$ cat src/rtl/img_shrink_pkg.sv
package img_shrink_pkg;

    typedef enum logic [1:0] {
        ST_LOAD = 2'd0,
        ST_RUN  = 2'd1,
        ST_DONE = 2'd2
    } shr_state_e;

    // one pixel and the neighbours the iteration looks at
    typedef struct packed {
        logic ctr;
        logic nth;
        logic sth;
        logic wst;
        logic est;
        logic nwt;
    } nbhd_t;

    function automatic logic step_h(input int x);
        return (x > 0);
    endfunction

    function automatic logic is_lone(input nbhd_t p);
        return p.ctr & ~p.nth & ~p.sth & ~p.wst & ~p.est;
    endfunction

    function automatic logic shrink_bit(input nbhd_t p);
        int a;
        int b;
        a = int'(p.ctr) + int'(p.nth) + int'(p.wst) - 1;
        b = int'(p.ctr) + int'(p.nwt) - 1;
        return step_h(int'(step_h(a)) + int'(step_h(b)));
    endfunction

endpackage

$ cat src/rtl/shrink_array.sv
module shrink_array
    import img_shrink_pkg::*;
#(
    parameter int ROWS = 6,
    parameter int COLS = 6,
    localparam int NPIX = ROWS * COLS
) (
    input  logic [NPIX-1:0] work,
    input  logic [NPIX-1:0] keep,
    output logic [NPIX-1:0] nxt_work,
    output logic [NPIX-1:0] nxt_keep,
    output logic            nxt_empty
);

    logic pad [0:ROWS+1][0:COLS+1];

    always_comb begin
        for (int r = 0; r < ROWS + 2; r++) begin
            for (int c = 0; c < COLS + 2; c++) begin
                pad[r][c] = 1'b0;
            end
        end
        for (int r = 0; r < ROWS; r++) begin
            for (int c = 0; c < COLS; c++) begin
                pad[r+1][c+1] = work[r*COLS + c];
            end
        end
    end

    for (genvar r = 0; r < ROWS; r++) begin : g_row
        for (genvar c = 0; c < COLS; c++) begin : g_col
            nbhd_t nb;
            logic  lone;
            assign nb.ctr = pad[r+1][c+1];
            assign nb.nth = pad[r][c+1];
            assign nb.sth = pad[r+2][c+1];
            assign nb.wst = pad[r+1][c];
            assign nb.est = pad[r+1][c+2];
            assign nb.nwt = pad[r][c];
            assign lone   = is_lone(nb);
            assign nxt_work[r*COLS + c] = ~lone & shrink_bit(nb);
            assign nxt_keep[r*COLS + c] = keep[r*COLS + c] | lone;
        end
    end

    assign nxt_empty = (nxt_work == '0);

endmodule

$ cat src/rtl/bit_counter.sv
module bit_counter #(
    parameter int W  = 36,
    localparam int CW = $clog2(W + 1)
) (
    input  logic [W-1:0]  vec,
    output logic [CW-1:0] cnt
);

    always_comb begin
        cnt = '0;
        for (int i = 0; i < W; i++) begin
            cnt = cnt + CW'(vec[i]);
        end
    end

endmodule

$ cat src/rtl/shrink_ctrl.sv
module shrink_ctrl
    import img_shrink_pkg::*;
#(
    parameter int MAX_ITER = 12,
    localparam int IT_W = $clog2(MAX_ITER + 1)
) (
    input  logic            clk,
    input  logic            rst,
    input  logic            start,
    input  logic            pix_valid,
    input  logic            nxt_empty,
    output logic            busy,
    output logic            done,
    output logic [IT_W-1:0] iter
);

    shr_state_e state_q;
    logic [IT_W-1:0] iter_q;

    always_ff @(posedge clk) begin
        if (rst) begin
            state_q <= ST_LOAD;
            iter_q  <= '0;
        end else begin
            unique case (state_q)
                ST_LOAD: begin
                    if (start) begin
                        state_q <= ST_RUN;
                        iter_q  <= '0;
                    end
                end
                ST_RUN: begin
                    iter_q <= iter_q + 1'b1;
                    if (nxt_empty || iter_q == IT_W'(MAX_ITER - 1)) begin
                        state_q <= ST_DONE;
                    end
                end
                ST_DONE: begin
                    if (start) begin
                        state_q <= ST_RUN;
                        iter_q  <= '0;
                    end else if (pix_valid) begin
                        state_q <= ST_LOAD;
                    end
                end
                default: state_q <= ST_LOAD;
            endcase
        end
    end

    assign busy = (state_q == ST_RUN);
    assign done = (state_q == ST_DONE);
    assign iter = iter_q;

endmodule

$ cat src/rtl/img_shrinker.sv
module img_shrinker #(
    parameter int ROWS = 6,
    parameter int COLS = 6,
    localparam int NPIX  = ROWS * COLS,
    localparam int CNT_W = $clog2(NPIX + 1)
) (
    input  logic             clk,
    input  logic             rst,
    input  logic             pix_in,
    input  logic             pix_valid,
    input  logic             start,
    output logic             done,
    output logic [NPIX-1:0]  image,
    output logic [CNT_W-1:0] obj_count
);

    localparam int MAX_ITER = ROWS + COLS;
    localparam int IT_W     = $clog2(MAX_ITER + 1);

    logic [NPIX-1:0] work_q, keep_q;
    logic [NPIX-1:0] nxt_work, nxt_keep;
    logic            nxt_empty;
    logic            busy;
    logic [IT_W-1:0] iter;

    shrink_array #(.ROWS(ROWS), .COLS(COLS)) u_array (
        .work      (work_q),
        .keep      (keep_q),
        .nxt_work  (nxt_work),
        .nxt_keep  (nxt_keep),
        .nxt_empty (nxt_empty)
    );

    shrink_ctrl #(.MAX_ITER(MAX_ITER)) u_ctrl (
        .clk       (clk),
        .rst       (rst),
        .start     (start),
        .pix_valid (pix_valid),
        .nxt_empty (nxt_empty),
        .busy      (busy),
        .done      (done),
        .iter      (iter)
    );

    always_ff @(posedge clk) begin
        if (rst) begin
            work_q <= '0;
            keep_q <= '0;
        end else if (busy) begin
            work_q <= nxt_work;
            keep_q <= nxt_keep;
        end else if (pix_valid) begin
            work_q <= {pix_in, work_q[NPIX-1:1]};
            keep_q <= '0;
        end
    end

    assign image = work_q | keep_q;

    bit_counter #(.W(NPIX)) u_count (
        .vec (image),
        .cnt (obj_count)
    );

endmodule

$ cat config.mk
export PLATFORM = sky130hd
export DESIGN_NAME = img_shrinker
export DESIGN_NICKNAME = d
export VERILOG_FILES = /design/src/rtl/img_shrink_pkg.sv /design/src/rtl/shrink_array.sv /design/src/rtl/bit_counter.sv /design/src/rtl/shrink_ctrl.sv /design/src/rtl/img_shrinker.sv
export SDC_FILE = /design/constraint.sdc
export NUM_CORES = 1
export LEC_CHECK = 0
export BUFFER_PORTS_ARGS = -buffer_cell sky130_fd_sc_hd__buf_2
export CAP_MARGIN = 20
export CORE_UTILIZATION = 50
export DETAILED_ROUTE_END_ITERATION = 8
export GPL_ROUTABILITY_DRIVEN = 0
export GPL_TIMING_DRIVEN = 0
export PLACE_DENSITY = 0.69
export SYNTH_ARGS = -nofsm -noshare
export SYNTH_HDL_FRONTEND = slang
export SYNTH_SLANG_ARGS = --single-unit
$ cat constraint.sdc
create_clock -name clk -period 18.6 [get_ports clk]
set_input_delay 3.72 -clock clk [delete_from_list [all_inputs] [get_ports clk]]
set_output_delay 3.72 -clock clk [all_outputs]
set_load 0.01 [all_outputs]
==> results_dict.tcl, run 1 <==
set metrics [dict create \
    synth.distinct_cells 42 \
    design.die.area_um2 11800 \
    hold_viol 0 \
    worstSetupPathType "reg2out" \
    ys.flop_type "dfxtp_1" \
    crit_fanout 9 \
    synthToLayoutAreaGrowth_pct 12.3 \
    dr.pass1.iters 5 \
    drive_gt1_share_pct 15.6 \
    io_buffers 47 \
    start_util_pct 52.0 \
    tns_ps 0 \
    reg2reg_from "work_q[26]" \
    setup_viol 0 \
    clk_path_buf_depth 2 \
    ys_seq_elements 78 \
    status "complete, no violations" \
    fill_cells 1044 \
    register_area_um2 1560 \
    clock_skew_ps 8.46 \
    cts_tree "done" \
    netlist.top_cell.by_area "dfxtp_1" \
    synth_area_leaders "dfxtp_1, fa_1, ha_1" \
    startpoint "work_q[1]" \
    p_leak_nw 2.85 \
    grt_pass1_wl_mm 26.8 \
    ios 48 \
    avgSynthCellArea_um2 8.65 \
    ys_seq_area_share_pct 27.5 \
    crit_path_end_kind "primary output" \
    synth_cells 657 \
    synth.top_cell.area_share_pct 27.5 \
    cts_hold_buf 0 \
    fmax_ghz 0.0981 \
    maxSlewHeadroom_pct 42.1 \
    wl_per_cell_um 19.8 \
    cts_root_buffer "clkbuf_16" \
    antenna_found_initial 0 \
    hp-start "keep_q[31]" \
    clkSlewWorstSetupHoldPaths_ps 60 \
    slew_violations 0 \
    startpoint_type "register" \
    total_power_uw 458 \
    syn-num-nets 754 \
    die_y_um 109 \
    p_per_area_nw_per_um2 71.7 \
    final_util_pct 58.4 \
    cts.htree.levels 3 \
    drt_wl_total_mm 17.1 \
    ir_worst_vdd_mv 0.0603 \
    drtIter0Drc 441 \
    cts_made_buffers 9 \
    die_w_um 109 \
    globalRouteOverflowTotal 0 \
    clock-sinks 78 \
    diodes 0 \
    fp.coreArea_um2 10900 \
    yosys_warnings 0 \
    ys_async_sr_fraction_pct 0 \
    postRouteAntennaNets 0 \
    route.detailed.drc 0 \
    arrival_ps 6480 \
    multiInputGateArea_um2 3660 \
    via_count 5062 \
    dp_hpwl_mm 12.9 \
    synth_edf_count 0 \
    fin_nets 812 \
    rsz0062_at_grt "no" \
    final.period_utilization_pct 54.8 \
    holdCritPathClass "reg2reg" \
    cts_setup_buffers 0 \
    cts_resized 0 \
    rows 38 \
    cap_violations 0 \
    via_per_inst 5.89 \
    grt_pass1_vias 4819 \
    grt_start_max_net_pins 14 \
    clock_latency_ps 350 \
    finalCriticalPeriod_ps 10200 \
    required_ps 14880 \
    synth.cell_area_um2 5680 \
    track_usage_pct 30.8 \
    worst_pin_slew_ps 866 \
]
[final cells by class]
type                    count  area share (%)
multi-input cells         462            57.4
flip-flops and latches     78            24.5
inverters                  77            4.53
repair buffers             47            3.68
clock buffers              10            3.59
well taps                 140            2.74
plain buffers              40            2.66
clock inverters             6           0.980
[cell usage after synthesis (5+ instances only)]
library cell  instances
a21oi_1              68
or2_2                30
o211ai_1              6
o22ai_1              10
mux2i_1               5
o21ai_0              25
nor2_1               84
a21o_1                6
nor4b_2               8
a2bb2oi_1             5
inv_1                77
buf_2                 6
fa_1                 53
nor3_1               20
clkbuf_1             25
dfxtp_1              78
ha_1                 39
a21boi_0              6
a32o_1               10
a22oi_1               6
nor4b_1               8
nor3b_1               9
nand2_1              30
[sequential cells by signal (all words and copies together), names as in the netlist]
name            flops
u_ctrl.state_q      2
keep_q             36
work_q             36
u_ctrl.iter         4
[final timing paths]
check	to	slack [ps]	cells after the start
max reg2reg	u_ctrl.state_q[1]	15980	8
min reg2reg	keep_q[31]	460	2
max	obj_count[4]	8400	17
min	keep_q[31]	460	2
[layer usage]
layer | global-route usage, % | up-vias | share of wire, % | wire length, um
li1 | - | 2282 | - | -
met1 | 42.3 | 2473 | 43 | 7320
met2 | 47.4 | 259 | 45 | 7690
met3 | 5.80 | 48 | 8.6 | 1470
met4 | 12.9 | 0 | 3.4 | 580
met5 | 0 | - | 0 | 0
[cells in the final DEF (no fill, tap or decap), types with 8 or more instances in the layout]
cell type / n
fa_1: 53
clkbuf_1: 26
nor2_1: 84
dfxtp_1: 78
nor3_1: 20
clkbuf_16: 9
nor4b_1: 8
buf_2: 53
o22ai_1: 10
nor4b_2: 8
nor3b_1: 9
or2_2: 30
nand2_1: 30
o21ai_0: 25
a21oi_1: 68
ha_1: 39
inv_1: 77
a32o_1: 10
[worst max-delay path, cell delays in order, from the launching register on]
cell	delay, ps
dfxtp_1	340
clkbuf_1	230
or2_2	360
ha_1	310
fa_1	480
fa_1	580
fa_1	530
fa_1	530
fa_1	550
inv_1	50
fa_1	490
inv_1	60
fa_1	480
fa_1	430
a21o_1	190
a21oi_1	190
xnor2_1	150
buf_2	160
[per-stage QoR]
step	instances	hold slack (ps)	worst slack [ps]	cell area, um^2
CTS	860	460	8380	6390
detailed placement	844	447	8750	6090
global placement	844	441	8840	6090
finish	860	460	8400	6390
floorplan	657	429	9270	5680
global route	860	478	8120	6390
[power breakdown]
group	switching, mW	internal (mW)
logic	0.0684	0.0365
clock network	0.0726	0.103
registers	0.00607	0.171
total	0.147	0.311
[cells by family after synthesis]
logic type	count (synthesis)	synth area share (%)
and+or+nand+nor	208	19.1
AOI/OAI and AO/OA	154	16.7
buffers and inverters	117	8.08
adders and majority gates	92	27.3
DFF	78	27.5
muxes	5	0.881
xor gates and xnor gates	3	0.462
No activity file was read; power rests on OpenSTA's default activity.
==> run 2: changes to the inputs <==
- PLACE_DENSITY: 0.69 -> 0.71
- clock period: 18.6 -> 8.5 ns (I/O delays scaled with it)
==> run 2 against run 1 <==
Net effect:
- critical path depth did not move
- global-route usage fell by 0.27 points
- cell count did not move
- sequential share of layout area did not move
- die area did not move
- wire length rose by 0.46%
- total power rose by 120%
- sequential power rose by 120%
==> results_dict.tcl, run 2 (synthesized netlist as in run 1, its figures left out) <==
set metrics [dict create \
    setup_viol 0 \
    design.die.area_um2 11800 \
    hp-start "keep_q[4]" \
    via_count 5039 \
    cts.htree.levels 3 \
    cap_violations 0 \
    grt_start_max_net_pins 14 \
    holdCritPathClass "reg2reg" \
    cts_hold_buf 0 \
    io_buffers 47 \
    reg2reg_from "work_q[8]" \
    final_util_pct 58.4 \
    cts_root_buffer "clkbuf_16" \
    drt_wl_total_mm 17.1 \
    cts_resized 0 \
    drtIter0Drc 568 \
    cts_setup_buffers 0 \
    wl_per_cell_um 19.9 \
    globalRouteOverflowTotal 0 \
    clock-sinks 78 \
    cts_tree "done" \
    fin_nets 812 \
    fin_cells 860 \
    arrival_ps 6410 \
    dp_hpwl_mm 12.8 \
    synthToLayoutAreaGrowth_pct 12.3 \
    tns_ps 0 \
    clock_skew_ps 8.10 \
    grt_pass1_vias 4779 \
    route.detailed.drc 0 \
    die_y_um 109 \
    grt_pass1_wl_mm 26.6 \
    crit_path_end_kind "primary output" \
    dr.pass1.iters 5 \
    hold_viol 0 \
    p_leak_nw 2.85 \
    clock_latency_ps 340 \
    p_per_area_nw_per_um2 157 \
    diodes 0 \
    layout_common_cells "nor2_1, dfxtp_1, inv_1" \
    crit_fanout 9 \
    dp.cells 844 \
    clk_path_buf_depth 2 \
    clkSlewWorstSetupHoldPaths_ps 60 \
    cts_made_buffers 9 \
    timing.hold.ws_ps 462 \
    start_util_pct 52.0 \
    slew_violations 0 \
    ir_worst_vdd_mv 0.143 \
    worstSetupPathType "reg2out" \
    fp.coreArea_um2 10900 \
    track_usage_pct 30.5 \
    startpoint "work_q[1]" \
    final.period_utilization_pct 95.4 \
    ios 48 \
    worst_pin_slew_ps 896 \
    postRouteAntennaNets 0 \
    total_power_mw 1.01 \
    antenna_found_initial 0 \
    maxSlewHeadroom_pct 39.4 \
    die_w_um 109 \
    finalCriticalPeriod_ps 8110 \
    startpoint_type "register" \
    rsz0062_at_grt "no" \
    layout_commonest_cell "nor2_1" \
    via_per_inst 5.86 \
    status "complete, no violations" \
    fmax_ghz 0.123 \
    drive_gt1_share_pct 15.6 \
    required_ps 6800 \
    rows 38 \
]
run 2: cell counts in the layout (fill, tap and decap cells not counted):
No cell type changed its count.
run 2: worst max-delay path: stages, from the launching register on:
cell,delay [ps]
dfxtp_1,330
clkbuf_1,220
or2_2,360
ha_1,310
fa_1,480
fa_1,590
fa_1,540
fa_1,540
fa_1,560
inv_1,60
fa_1,490
inv_1,50
fa_1,460
fa_1,420
a21o_1,210
a21oi_1,170
xnor2_1,120
buf_2,140
run 2: report_power, final:
group	leakage [nW]	internal (mW)	switching [mW]
Combinational	2.09	0.0803	0.151
Clock	0.134	0.227	0.161
Sequential	0.630	0.373	0.0128
Total	2.85	0.680	0.325
run 2: per-layer routing:
metal	GRT usage [%]	vias to the layer above	part of all wire (%)
met3	7.65	49	8.5
met1	40.8	2451	43
met2	47.4	251	45
met4	12.1	0	3.9
li1	-	2288	-
met5	0	-	0
run 2: stage by stage:
stage	instance area, um^2	worst slack (ps)
2_1_floorplan	5680	1190
3_3_place_gp	6090	753
3_5_place_dp	6090	725
4_1_cts	6390	365
5_1_grt	6390	152
6_report	6390	391
run 2: path summary, 6_finish.rpt:
path,endpoint,slack (ps),depth (start not counted)
min reg2reg,keep_q[4],460,1
max,obj_count[4],390,17
max reg2reg,u_ctrl.state_q[0],5870,6
min,keep_q[4],460,1
run 2: area by class of cell:
cell class              instances  area (um^2)
fillers                       973         4550
multi-input cells             462         3660
flip-flops and latches         78         1560
inverters                      77          289
repair buffers                 47          235
clock buffers                  10          229
well taps                     140          175
plain buffers                  40          170
clock inverters                 6         62.6
==> run 3: changes to the inputs <==
- CORE_UTILIZATION: 50 -> 55
- PLACE_DENSITY: 0.71 -> 0.77
- REMOVE_ABC_BUFFERS: not set -> 1
==> run 3 against run 2 <==
Net effect:
- sequential share of layout area grew 0.58 points
- via count shrank 5.5%
- die area shrank 8.9%
- wire length shrank 14%
- total power shrank 4.8%
- critical endpoint unchanged
==> results_dict.tcl, run 3 (synthesized netlist as in run 1, its figures left out) <==
set metrics [dict create \
    slew_violations 0 \
    cp_num_buf_inv 3 \
    p_per_area_nw_per_um2 153 \
    setup_slack_ps 545 \
    crit_path_end_kind "primary output" \
    cts_setup_buffers 0 \
    fp.coreArea_um2 9910 \
    final.period_utilization_pct 93.6 \
    crit_family "adder cells" \
    required_ps 6800 \
    total_power_uw 957 \
    start_util_pct 57.4 \
    pre_cts_slack_ps 896 \
    tns_ps 0 \
    clock-sinks 78 \
    antenna_found_initial 0 \
    die_y_um 104 \
    route.detailed.drc 0 \
    cp_slowest_stage_delay_ps 570 \
    postRouteAntennaNets 0 \
    clock_skew_ps 6.48 \
    via_count 4760 \
    finalCriticalPeriod_ps 7950 \
    cts_tree "done" \
    timing.hold.ws_ps 466 \
    track_usage_pct 28.5 \
    cts.htree.levels 3 \
    grt_pass1_wl_mm 24.1 \
    io_buffers 47 \
    crit_fanout 11 \
    fin_nets 775 \
    final_util_pct 62.9 \
    drtIter0Drc 357 \
    p_leak_nw 2.79 \
    rsz0062_at_grt "no" \
    drt_wl_total_mm 14.7 \
    register_area_um2 1560 \
    path_cells "or2_2 -> ha_1 -> fa_1 -> fa_1 -> fa_1 -> fa_1 -> fa_1 -> inv_1 -> fa_1 -> inv_1 -> fa_1 -> fa_1 -> a21o_1 -> a21oi_1 -> xnor2_1 -> buf_2" \
    diodes 0 \
    cts_made_buffers 9 \
    clkSlewWorstSetupHoldPaths_ps 80 \
    multiInputGateArea_um2 3670 \
    via_per_inst 5.83 \
    worst_pin_slew_ps 1060 \
    dr.pass1.iters 5 \
    grt_start_max_net_pins 52 \
    slowest_stage "fa_1" \
    cpMostUsedCell "fa_1" \
    synthToLayoutAreaGrowth_pct 9.73 \
    cts_hold_buf 0 \
    clk_path_buf_depth 2 \
    cap_violations 0 \
    die_w_um 104 \
    globalRouteOverflowTotal 0 \
    wl_per_cell_um 18.0 \
    design.die.area_um2 10700 \
    fmax_ghz 0.126 \
    worstSetupPathType "reg2out" \
    ir_worst_vdd_mv 0.0885 \
    drive_gt1_share_pct 15.4 \
    fill_cells 874 \
    arrival_ps 6250 \
    rows 36 \
    setup_viol 0 \
    maxSlewHeadroom_pct 29.5 \
    cts_resized 0 \
    clock_latency_ps 350 \
    grt_pass1_vias 4575 \
    dp_hpwl_mm 10.5 \
    status "complete, no violations" \
    cts_root_buffer "clkbuf_8" \
    layout_common_cells "nor2_1, dfxtp_1, inv_1" \
    hold_viol 0 \
    ios 48 \
    holdCritPathClass "reg2reg" \
    layout_commonest_cell "nor2_1" \
    startpoint_type "register" \
]
-- run 3: changes by cell type in the layout (fill, tap and decap cells not counted), sizes merged --
| cell | change |
|---|---|
| clkinvlp | -3 |
| bufinv | +2 |
| buf | -8 |
| clkbuf | -26 |
| clkinv | -2 |
-- run 3: report_power, final --
| group | internal [mW] | switching [mW] |
|---|---|---|
| Clock | 0.212 | 0.141 |
| Sequential | 0.373 | 0.0191 |
| Combinational | 0.0796 | 0.133 |
-- run 3: final cells by class --
type                            count  area share [%]
Timing Repair Buffer               50            4.77
Tap cell                          133            2.67
Clock buffer                       13            2.55
Sequential cell                    78            25.0
Inverter                           77            4.63
Multi-Input combinational cell    462            58.9
Clock inverter                      3            1.44
-- run 3: worst paths after layout --
kind,startpoint,endpoint,slack [ps],cells after the start
setup reg to reg,work_q[9],u_ctrl.state_q[0],5990,6
hold / removal,keep_q[32],keep_q[32],470,2
setup / recovery,work_q[1],obj_count[4],550,16
hold reg to reg,keep_q[32],keep_q[32],470,2
-- run 3: per-stage QoR --
stage | cell area, um^2 | cells
after floorplan | 5510 | 617
after global placement | 5920 | 797
after detailed placement | 5970 | 799
after CTS | 6220 | 815
after global routing | 6240 | 816
final | 6240 | 816
-- run 3: routing by layer --
layer	GRT usage (%)	wire length, um	share of wire [%]	up-vias
met1	39.5	6230	42	2364
met2	45.7	7170	49	179
met5	0	0	0	-
met3	4.22	1040	7.1	18
met4	9.29	239	1.6	0
li1	-	-	-	2199
-- run 3: worst reg2reg max path: cells and delay by family, from the launching register on --
family / cells / cell delay (ps)
AND/OR/NAND/NOR: 3 / 1090
adder cells (fa/ha/maj): 1 / 240
AO/OA/AOI/OAI: 2 / 390
flip-flops: 1 / 640
